## config.mk

```make
export PLATFORM = sky130hd
export DESIGN_NAME = scl_split_divider
export DESIGN_NICKNAME = d
export VERILOG_FILES = /design/src/rtl/scl_div_pkg.sv /design/src/rtl/scl_div_cfg.sv /design/src/rtl/scl_div_phase.sv /design/src/rtl/scl_div_strobe.sv /design/src/rtl/scl_split_divider.sv
export SDC_FILE = /design/constraint.sdc
export NUM_CORES = 1
export LEC_CHECK = 0
export CAP_MARGIN = 10
export CORE_MARGIN = 10
export CORE_UTILIZATION = 54
export DETAILED_ROUTE_END_ITERATION = 10
export GPL_ROUTABILITY_DRIVEN = 1
export PLACE_DENSITY = 0.78
export SLEW_MARGIN = 20
export SYNTH_ARGS = -nofsm -noshare
export SYNTH_HDL_FRONTEND = slang
export SYNTH_SLANG_ARGS = --single-unit
```

## constraint.sdc

```tcl
create_clock -name clk -period 3.08 [get_ports clk]
set_clock_uncertainty 0.1 [all_clocks]
set_input_delay 0.308 -clock clk [delete_from_list [all_inputs] [get_ports clk]]
set_output_delay 0.308 -clock clk [all_outputs]
set_load 0.01 [all_outputs]
```

## src/rtl/scl_div_pkg.sv

```systemverilog
package scl_div_pkg;
  typedef enum logic [1:0] {
    PH_IDLE = 2'd0,
    PH_LOW  = 2'd1,
    PH_HIGH = 2'd2
  } scl_phase_e;
endpackage

```

## src/rtl/scl_div_cfg.sv

```systemverilog
// Holds the divider fields captured at a period boundary and derives the
// terminal and midpoint counts for each phase.
module scl_div_cfg #(
  parameter int FIELD_W    = 16,
  parameter int SCALE_LOG2 = 3,
  localparam int CNT_W     = FIELD_W + SCALE_LOG2 + 1
) (
  input  logic                 clk,
  input  logic                 rst_n,
  input  logic                 load,
  input  logic [2*FIELD_W-1:0] div_cfg,
  output logic [CNT_W-1:0]     low_end,
  output logic [CNT_W-1:0]     low_mid,
  output logic [CNT_W-1:0]     high_end,
  output logic [CNT_W-1:0]     high_mid
);
  logic [FIELD_W-1:0] lo_q, hi_q;
  logic [CNT_W-1:0]   lo_len, hi_len;

  always_ff @(posedge clk or negedge rst_n) begin
    if (!rst_n) begin
      lo_q <= '0;
      hi_q <= '0;
    end else if (load) begin
      lo_q <= div_cfg[FIELD_W-1:0];
      hi_q <= div_cfg[2*FIELD_W-1:FIELD_W];
    end
  end

  always_comb begin
    lo_len   = (CNT_W'(lo_q) + CNT_W'(1)) << SCALE_LOG2;
    hi_len   = (CNT_W'(hi_q) + CNT_W'(1)) << SCALE_LOG2;
    low_end  = lo_len - CNT_W'(1);
    high_end = hi_len - CNT_W'(1);
    low_mid  = lo_len >> 1;
    high_mid = hi_len >> 1;
  end
endmodule

```

## src/rtl/scl_div_phase.sv

```systemverilog
// Phase sequencer: one counter shared by both phases, held in the high
// phase while the line is still low.
module scl_div_phase
  import scl_div_pkg::*;
#(
  parameter int CNT_W = 20
) (
  input  logic             clk,
  input  logic             rst_n,
  input  logic             run_en,
  input  logic             scl_in,
  input  logic [CNT_W-1:0] low_end,
  input  logic [CNT_W-1:0] high_end,
  output scl_phase_e       phase,
  output logic [CNT_W-1:0] cnt,
  output logic             fresh,
  output logic             adv,
  output logic             load
);
  logic low_done, high_done;

  assign adv       = (phase != PH_HIGH) || scl_in;
  assign low_done  = (phase == PH_LOW)  && (cnt == low_end);
  assign high_done = (phase == PH_HIGH) && scl_in && (cnt == high_end);
  assign load      = run_en && ((phase == PH_IDLE) || high_done);

  always_ff @(posedge clk or negedge rst_n) begin
    if (!rst_n) begin
      phase <= PH_IDLE;
      cnt   <= '0;
      fresh <= 1'b0;
    end else if (!run_en) begin
      phase <= PH_IDLE;
      cnt   <= '0;
      fresh <= 1'b0;
    end else begin
      fresh <= 1'b0;
      unique case (phase)
        PH_IDLE: begin
          phase <= PH_LOW;
          cnt   <= '0;
          fresh <= 1'b1;
        end
        PH_LOW: begin
          if (low_done) begin
            phase <= PH_HIGH;
            cnt   <= '0;
            fresh <= 1'b1;
          end else begin
            cnt <= cnt + CNT_W'(1);
          end
        end
        PH_HIGH: begin
          if (high_done) begin
            phase <= PH_LOW;
            cnt   <= '0;
            fresh <= 1'b1;
          end else if (adv) begin
            cnt <= cnt + CNT_W'(1);
          end
        end
        default: begin
          phase <= PH_IDLE;
          cnt   <= '0;
        end
      endcase
    end
  end
endmodule

```

## src/rtl/scl_div_strobe.sv

```systemverilog
// Edge and midpoint strobes decoded from the phase state.
module scl_div_strobe
  import scl_div_pkg::*;
#(
  parameter int CNT_W = 20
) (
  input  scl_phase_e       phase,
  input  logic [CNT_W-1:0] cnt,
  input  logic             fresh,
  input  logic             adv,
  input  logic [CNT_W-1:0] low_mid,
  input  logic [CNT_W-1:0] high_mid,
  output logic             fall_stb,
  output logic             rise_stb,
  output logic             chg_stb,
  output logic             smp_stb
);
  logic in_low, in_high;

  assign in_low   = (phase == PH_LOW);
  assign in_high  = (phase == PH_HIGH);
  assign fall_stb = in_low  && fresh;
  assign rise_stb = in_high && fresh;
  assign chg_stb  = in_low  && (cnt == low_mid);
  assign smp_stb  = in_high && adv && (cnt == high_mid);
endmodule

```

## src/rtl/scl_split_divider.sv

```systemverilog
module scl_split_divider
  import scl_div_pkg::*;
#(
  parameter int FIELD_W    = 16,
  parameter int SCALE_LOG2 = 3
) (
  input  logic                 clk,
  input  logic                 rst_n,
  input  logic                 run_en,
  input  logic [2*FIELD_W-1:0] div_cfg,
  input  logic                 scl_in,
  output logic                 scl_o,
  output logic                 phase_low,
  output logic                 phase_high,
  output logic                 fall_stb,
  output logic                 rise_stb,
  output logic                 chg_stb,
  output logic                 smp_stb
);
  localparam int CNT_W = FIELD_W + SCALE_LOG2 + 1;

  scl_phase_e       phase;
  logic [CNT_W-1:0] cnt, low_end, low_mid, high_end, high_mid;
  logic             fresh, adv, load;

  scl_div_cfg #(.FIELD_W(FIELD_W), .SCALE_LOG2(SCALE_LOG2)) u_cfg (
    .clk      (clk),
    .rst_n    (rst_n),
    .load     (load),
    .div_cfg  (div_cfg),
    .low_end  (low_end),
    .low_mid  (low_mid),
    .high_end (high_end),
    .high_mid (high_mid)
  );

  scl_div_phase #(.CNT_W(CNT_W)) u_phase (
    .clk      (clk),
    .rst_n    (rst_n),
    .run_en   (run_en),
    .scl_in   (scl_in),
    .low_end  (low_end),
    .high_end (high_end),
    .phase    (phase),
    .cnt      (cnt),
    .fresh    (fresh),
    .adv      (adv),
    .load     (load)
  );

  scl_div_strobe #(.CNT_W(CNT_W)) u_strobe (
    .phase    (phase),
    .cnt      (cnt),
    .fresh    (fresh),
    .adv      (adv),
    .low_mid  (low_mid),
    .high_mid (high_mid),
    .fall_stb (fall_stb),
    .rise_stb (rise_stb),
    .chg_stb  (chg_stb),
    .smp_stb  (smp_stb)
  );

  assign phase_low  = (phase == PH_LOW);
  assign phase_high = (phase == PH_HIGH);
  assign scl_o      = (phase != PH_LOW);
endmodule

```

Yosys cells after proc, flatten, opt, wreduce, memory -nomap -nowiden
Index checks and enable logic that the tools add are counted.
{ "word_totals": {"ff_bits": 55, "in_bits": 36, "out_inout_bits": 7, "elab_cells": 47} }
{ "classes": {"n_addsub": 5, "n_eq_ne": 11, "muxes": 13, "reduce_logical": 13} }
{ "ops": {"columns": ["cell", "count"], "rows": [
  ["20-bit two-way mux", 4],
  ["20-bit by 19-bit == test with 1-bit output", 2],
  ["20-bit == test", 2],
  ["20-bit case mux with 2 select lines", 1],
  ["20-bit by 1-bit subtractor with 20-bit output, second input constant", 2],
  ["16-bit by 1-bit adder with 17-bit output, second input constant", 2],
  ["20-bit by 1-bit adder with 20-bit output, second input constant", 1],
  ["1-bit logical AND", 9],
  ["2-bit two-way mux", 3],
  ["3-bit != test, second input constant", 2],
  ["2-bit case mux with 3 select lines", 1],
  ["4-bit by 3-bit != test with 1-bit output, second input constant", 1],
  ["1-bit two-way mux", 3],
  ["1-bit case mux with 3 select lines", 1],
  ["2-bit by 1-bit == test with 1-bit output, second input constant", 1],
  ["2-bit == test, second input constant", 1],
  ["2-bit zero test", 1],
  ["1-bit logical OR", 2],
  ["2-bit by 1-bit != test with 1-bit output, second input constant", 1],
  ["2-bit != test, second input constant", 1],
  ["2-bit AND reduction", 1]
]} }

Logic depth before layout (Yosys ltp)
{ "logic_depth": {"word_depth": 7, "depth_mapped": 15} }

Hierarchy
From an unflattened synthesis, not the netlist that was laid out.
{ "hier_totals": {"cells_unflattened": 623, "hier_area_um2": 5418.9} }
{ "by_module_without_submodules": {"columns": ["mod", "n_inst", "cells_each", "area_each_um2"], "rows": [
  ["scl_div_cfg", 1, 313, 2803.9],
  ["scl_div_phase", 1, 250, 2120.8],
  ["scl_div_strobe", 1, 57, 470.5],
  ["scl_split_divider", 1, 3, 23.8]
]} }

Worst setup path before layout
No wires, ideal clock.
{ "synth_path": {"path_kind": "register -> register", "start": "reg u_cfg.lo_q[1]", "end": "reg u_phase.cnt[16]", "arrival_ns": 3.076, "setup_slack_ns": -0.234, "stages_incl_launch_ff": 14, "path_buffers": 1, "synth_period_minus_slack_ns": 3.314, "cell_sequence": "dfrtp_1 -> ha_1 -> xor2_1 -> nor3b_2 -> o21a_1 -> nand3_1 -> or4_1 -> o211ai_2 -> a21oi_1 -> o31ai_4 -> buf_2 -> a211oi_1 -> o21ai_0 -> o31ai_1"} }
{ "synth_via": {"elab_chain_len": 7} }
{ "synth_rtl": {"columns": ["item", "line", "rtl"], "rows": [
  ["start, declared", "scl_div_cfg.sv:17", "logic [FIELD_W-1:0] lo_q, hi_q;"],
  ["start signal, assigned", "scl_div_cfg.sv:25", "lo_q <= div_cfg[FIELD_W-1:0];"],
  ["16-bit by 1-bit adder with 17-bit output", "scl_div_cfg.sv:31", "lo_len = (CNT_W'(lo_q) + CNT_W'(1)) << SCALE_LOG2;"],
  ["20-bit by 1-bit subtractor with 20-bit output", "scl_div_cfg.sv:33", "low_end = lo_len - CNT_W'(1);"],
  ["20-bit == test", "scl_div_phase.sv:23", "assign low_done = (phase == PH_LOW) && (cnt == low_end);"],
  ["1-bit logical AND", "scl_div_phase.sv:23", null],
  ["20-bit two-way mux", "scl_div_phase.sv:45", "if (low_done) begin"],
  ["20-bit case mux with 2 select lines", "scl_div_phase.sv:38", "unique case (phase)"],
  ["20-bit two-way mux", "scl_div_phase.sv:32", "end else if (!run_en) begin"],
  ["end signal, assigned", "scl_div_phase.sv:50", "cnt <= cnt + CNT_W'(1);"],
  ["end signal, assigned", "scl_div_phase.sv:59", "cnt <= cnt + CNT_W'(1);"],
  ["end, declared", "scl_div_phase.sv:15", "output logic [CNT_W-1:0] cnt,"]
]} }
No other way between the ends.
A chain may end at the register's enable or synchronous reset.

Worst setup path after layout
{ "layout_path": {"start": "reg u_cfg.hi_q[8]", "end": "reg u_cfg.hi_q[3]"} }
{ "layout_via": {"elab_chain_len": 6} }
{ "layout_rtl": {"columns": ["item", "line", "rtl"], "rows": [
  ["start, declared", "scl_div_cfg.sv:17", null],
  ["start signal, assigned", "scl_div_cfg.sv:26", "hi_q <= div_cfg[2*FIELD_W-1:FIELD_W];"],
  ["16-bit by 1-bit adder with 17-bit output", "scl_div_cfg.sv:32", "hi_len = (CNT_W'(hi_q) + CNT_W'(1)) << SCALE_LOG2;"],
  ["20-bit by 1-bit subtractor with 20-bit output", "scl_div_cfg.sv:34", "high_end = hi_len - CNT_W'(1);"],
  ["20-bit == test", "scl_div_phase.sv:24", "assign high_done = (phase == PH_HIGH) && scl_in && (cnt == high_end);"],
  ["1-bit logical AND", "scl_div_phase.sv:24", null],
  ["1-bit logical OR", "scl_div_phase.sv:25", "assign load = run_en && ((phase == PH_IDLE) || high_done);"],
  ["1-bit logical AND", "scl_div_phase.sv:25", null]
]} }
No other way between the ends.

==> flow_summary.json <==
{
  "ys_warn_count": 0,
  "rsz0062_at_grt": "yes",
  "syn_area_um2": 5220,
  "hp-class": "in -> async",
  "power_density_nw_per_um2": 423,
  "met2_length_um": 10000,
  "grt_max_degree": 33,
  "core_area_um2": 9330,
  "synth_cell_types": 75,
  "setup_slack_ns": -0.607,
  "worst_setup_path_start_kind": "flip-flop",
  "syn_avg_cell_area_um2": 8.89,
  "initial_core_util_pct": 55.9,
  "end_kind": "flip-flop",
  "drive_gt1_share_pct": 42.7,
  "drc": 0,
  "wl_per_cell_um": 25.4,
  "grt_pass1_vias": 5730,
  "ant_nets": 0,
  "stdcell_count": 899,
  "antenna_cells": 0,
  "finalSetupViolCount": 57,
  "gp_congestion": 0.897,
  "dp.cells": 853,
  "outcome": "finished with violations",
  "synth_nets": 631,
  "ir_worst_vdd_v": 0.000292,
  "post-route-period-util_pct": 120,
  "die_x_um": 118,
  "dp_worst_setup_slack_ns": -0.472,
  "leakage_nw": 3.30,
  "gr-total-overflow": 0,
  "clock_tree.root_cell": "clkbuf_8",
  "fin_tns_setup_ns": -30.12,
  "violations": "negative setup slack",
  "routed_wl_um": 22900,
  "fp.dieArea_um2": 14000,
  "clock_latency_ns": 0.34,
  "worst_slew_pin_slew_ns": 0.784,
  "htreeDepth": 2,
  "dr.max_layer_used": "met4",
  "dr_total_vias": 6265,
  "drt_first_pass_iters": 7,
  "worstPathMaxFanout": 4,
  "utilization_pct": 84.9,
  "cap_violations": 0,
  "synth_flop_cell": "dfrtp_1",
  "maxSlewViolCount": 0,
  "cts_tree": "done",
  "drt-met1-wl_um": 8310,
  "placed_area_um2": 6810,
  "vias_per_cell": 6.97,
  "io_pins": 43,
  "ys_seq_area_share_pct": 26.4,
  "cts_buffers": 5,
  "synth_edf_count": 0,
  "fmax_mhz": 271,
  "crit_required_ns": 3.20,
  "hpwlAfterDp_um": 11400,
  "postLayoutCellArea_um2": 7920,
  "grt_use_total_pct": 25.2,
  "p_total_mw": 3.35,
  "fin_nets": 813,
  "final_hold_viol_count": 0,
  "grt_pass1_wl_um": 29600,
  "wl_met3_um": 2720,
  "syn_to_final_growth_pct": 51.8,
  "async_reset_ff_share_pct": 100,
  "synthCells": 587,
  "clk_path_buf_depth": 2,
  "critPathKind": "reg -> reg",
  "dieHeight_um": 118,
  "reg2reg_from": "u_cfg.hi_q[8]$_DFFE_PN0P_",
  "antenna_found_initial": 0,
  "setup.worst_path.start": "u_cfg.hi_q[8]$_DFFE_PN0P_",
  "drtIter0Drc": 1068,
  "n_fill_cell": 446,
  "ys_seq_elements": 55,
  "rows": 35,
  "crit_arrival_ns": 3.81,
  "path_clk_slew_ns": 0.13,
  "whs_ns": 0.373,
  "cts.sinks": 55,
  "maxSlewHeadroom_pct": 47.3,
  "layout_min_cycle_time_ns": 3.69,
  "io_buffers": 42
}
[cell type report]
type,instances,area [um^2],share of cell area (%)
Clock buffer,7,86.3,1.09
Sequential cell,55,1390,17.5
Multi-Input combinational cell,472,4350,54.9
Inverter,21,78.8,0.995
Timing Repair Buffer,214,1850,23.4
Clock inverter,1,8.76,0.111
Tap cell,129,161,2.04
[Yosys cell counts, types with 5 or more instances]
library cell | number | area [um^2]
a211oi_1 | 12 | 90.1
a21oi_1 | 13 | 65.1
a31oi_1 | 10 | 62.6
and2_1 | 13 | 81.3
and3_1 | 16 | 100
and4_1 | 5 | 43.8
buf_2 | 12 | 60.1
buf_4 | 6 | 45.0
clkbuf_1 | 16 | 60.1
dfrtp_1 | 55 | 1380
ha_1 | 8 | 100
inv_1 | 21 | 78.8
mux2_1 | 23 | 259
mux2_2 | 7 | 78.8
nand2_1 | 33 | 124
nand3_1 | 39 | 195
nand4_1 | 13 | 81.3
nor2_1 | 22 | 82.6
nor3_1 | 20 | 100
nor4_1 | 9 | 56.3
o21ai_0 | 23 | 115
o31ai_1 | 18 | 135
or3_1 | 8 | 50.1
xnor2_1 | 64 | 561
xor2_1 | 39 | 342
[kinds of logic after synthesis]
logic type      share of synthesized area, %
simple gates                            24.1
xor+xnor                                19.6
compound gates                          14.9
buf+inv                                 5.83
flops                                   26.4
mux                                     7.24
fa+ha+maj                               1.92
[report_power, final]
group	internal, mW	switching, mW
combinational	0.958	0.960
sequential	0.809	0.139
clock	0.186	0.294
[layout by cell type (no fill, tap or decap), drive strengths merged, types with 2 or more instances in the layout]
cell / Yosys / final
o41ai: 2 / 2
nor3b: 3 / 3
xnor3: 4 / 4
dfrtp: 55 / 55
and3: 16 / 16
nand2: 36 / 36
a2111oi: 2 / 2
mux2i: 4 / 4
buf: 26 / 173
nor3: 20 / 20
xnor2: 64 / 64
o21ai: 24 / 24
nor2: 23 / 23
mux2: 30 / 30
and2: 14 / 14
and4: 5 / 5
xor2: 41 / 41
ha: 8 / 8
nand3b: 4 / 4
o31a: 3 / 3
nor4b: 2 / 2
a31oi: 10 / 10
nand4: 17 / 20
a31o: 2 / 2
o31ai: 21 / 21
or3: 8 / 8
a21oi: 13 / 13
nand2b: 2 / 2
o2111ai: 2 / 2
o22ai: 2 / 2
nor2b: 2 / 2
inv: 21 / 21
o211ai: 4 / 4
a211oi: 12 / 12
nor4: 14 / 14
clkbuf: 16 / 8
clkdlybuf4s50: 0 / 39
nand3: 41 / 41
[final timing paths]
path                                         endpoint  slack [ns]  cells after the start
min in group clk           u_phase.cnt[0]$_DFFE_PN0P_        0.44                      1
setup reg to reg            u_cfg.hi_q[3]$_DFFE_PN0P_       -0.61                     13
hold reg to reg            u_phase.cnt[0]$_DFFE_PN0P_        0.44                      1
setup / recovery            u_cfg.hi_q[3]$_DFFE_PN0P_       -0.61                     13
hold / removal             u_cfg.hi_q[11]$_DFFE_PN0P_        0.37                      2
max in group asynchronous   u_cfg.lo_q[2]$_DFFE_PN0P_        1.55                      3
[sequential cells by signal, indices dropped and copies added (netlist names)]
register	flops
u_cfg.hi_q	16
u_cfg.lo_q	16
u_phase.cnt	20
u_phase.fresh	1
u_phase.phase	2
[routing by layer]
| metal | GRT usage, % | vias up |
|---|---|---|
| met4 | 10.7 | 0 |
| li1 | - | 2496 |
| met1 | 31.3 | 2955 |
| met2 | 41.4 | 583 |
| met5 | 0 | - |
| met3 | 5.28 | 231 |
[worst max-delay path, stage by stage, from the launching register on]
cell	delay, ns
dfrtp_1	0.43
buf_4	0.16
buf_4	0.14
xnor2_1	0.48
xor2_2	0.27
nand2_1	0.08
o311ai_0	0.26
nor4bb_2	0.36
nor4b_4	0.31
a31o_1	0.20
and2_4	0.21
buf_4	0.15
buf_12	0.12
mux2_4	0.31
[timing repair]
item | CTS | global route
setup endpoints to repair | 57 | 57
gates cloned | 3 | 3
setup buffers | 20 | 13
pin swaps | 25 | 31
hold buffers | 1 | 0
endpoints found under the hold margin | 23 | 0
gates resized for setup | 95 | 63
No activity file was read; power rests on OpenSTA's default activity.
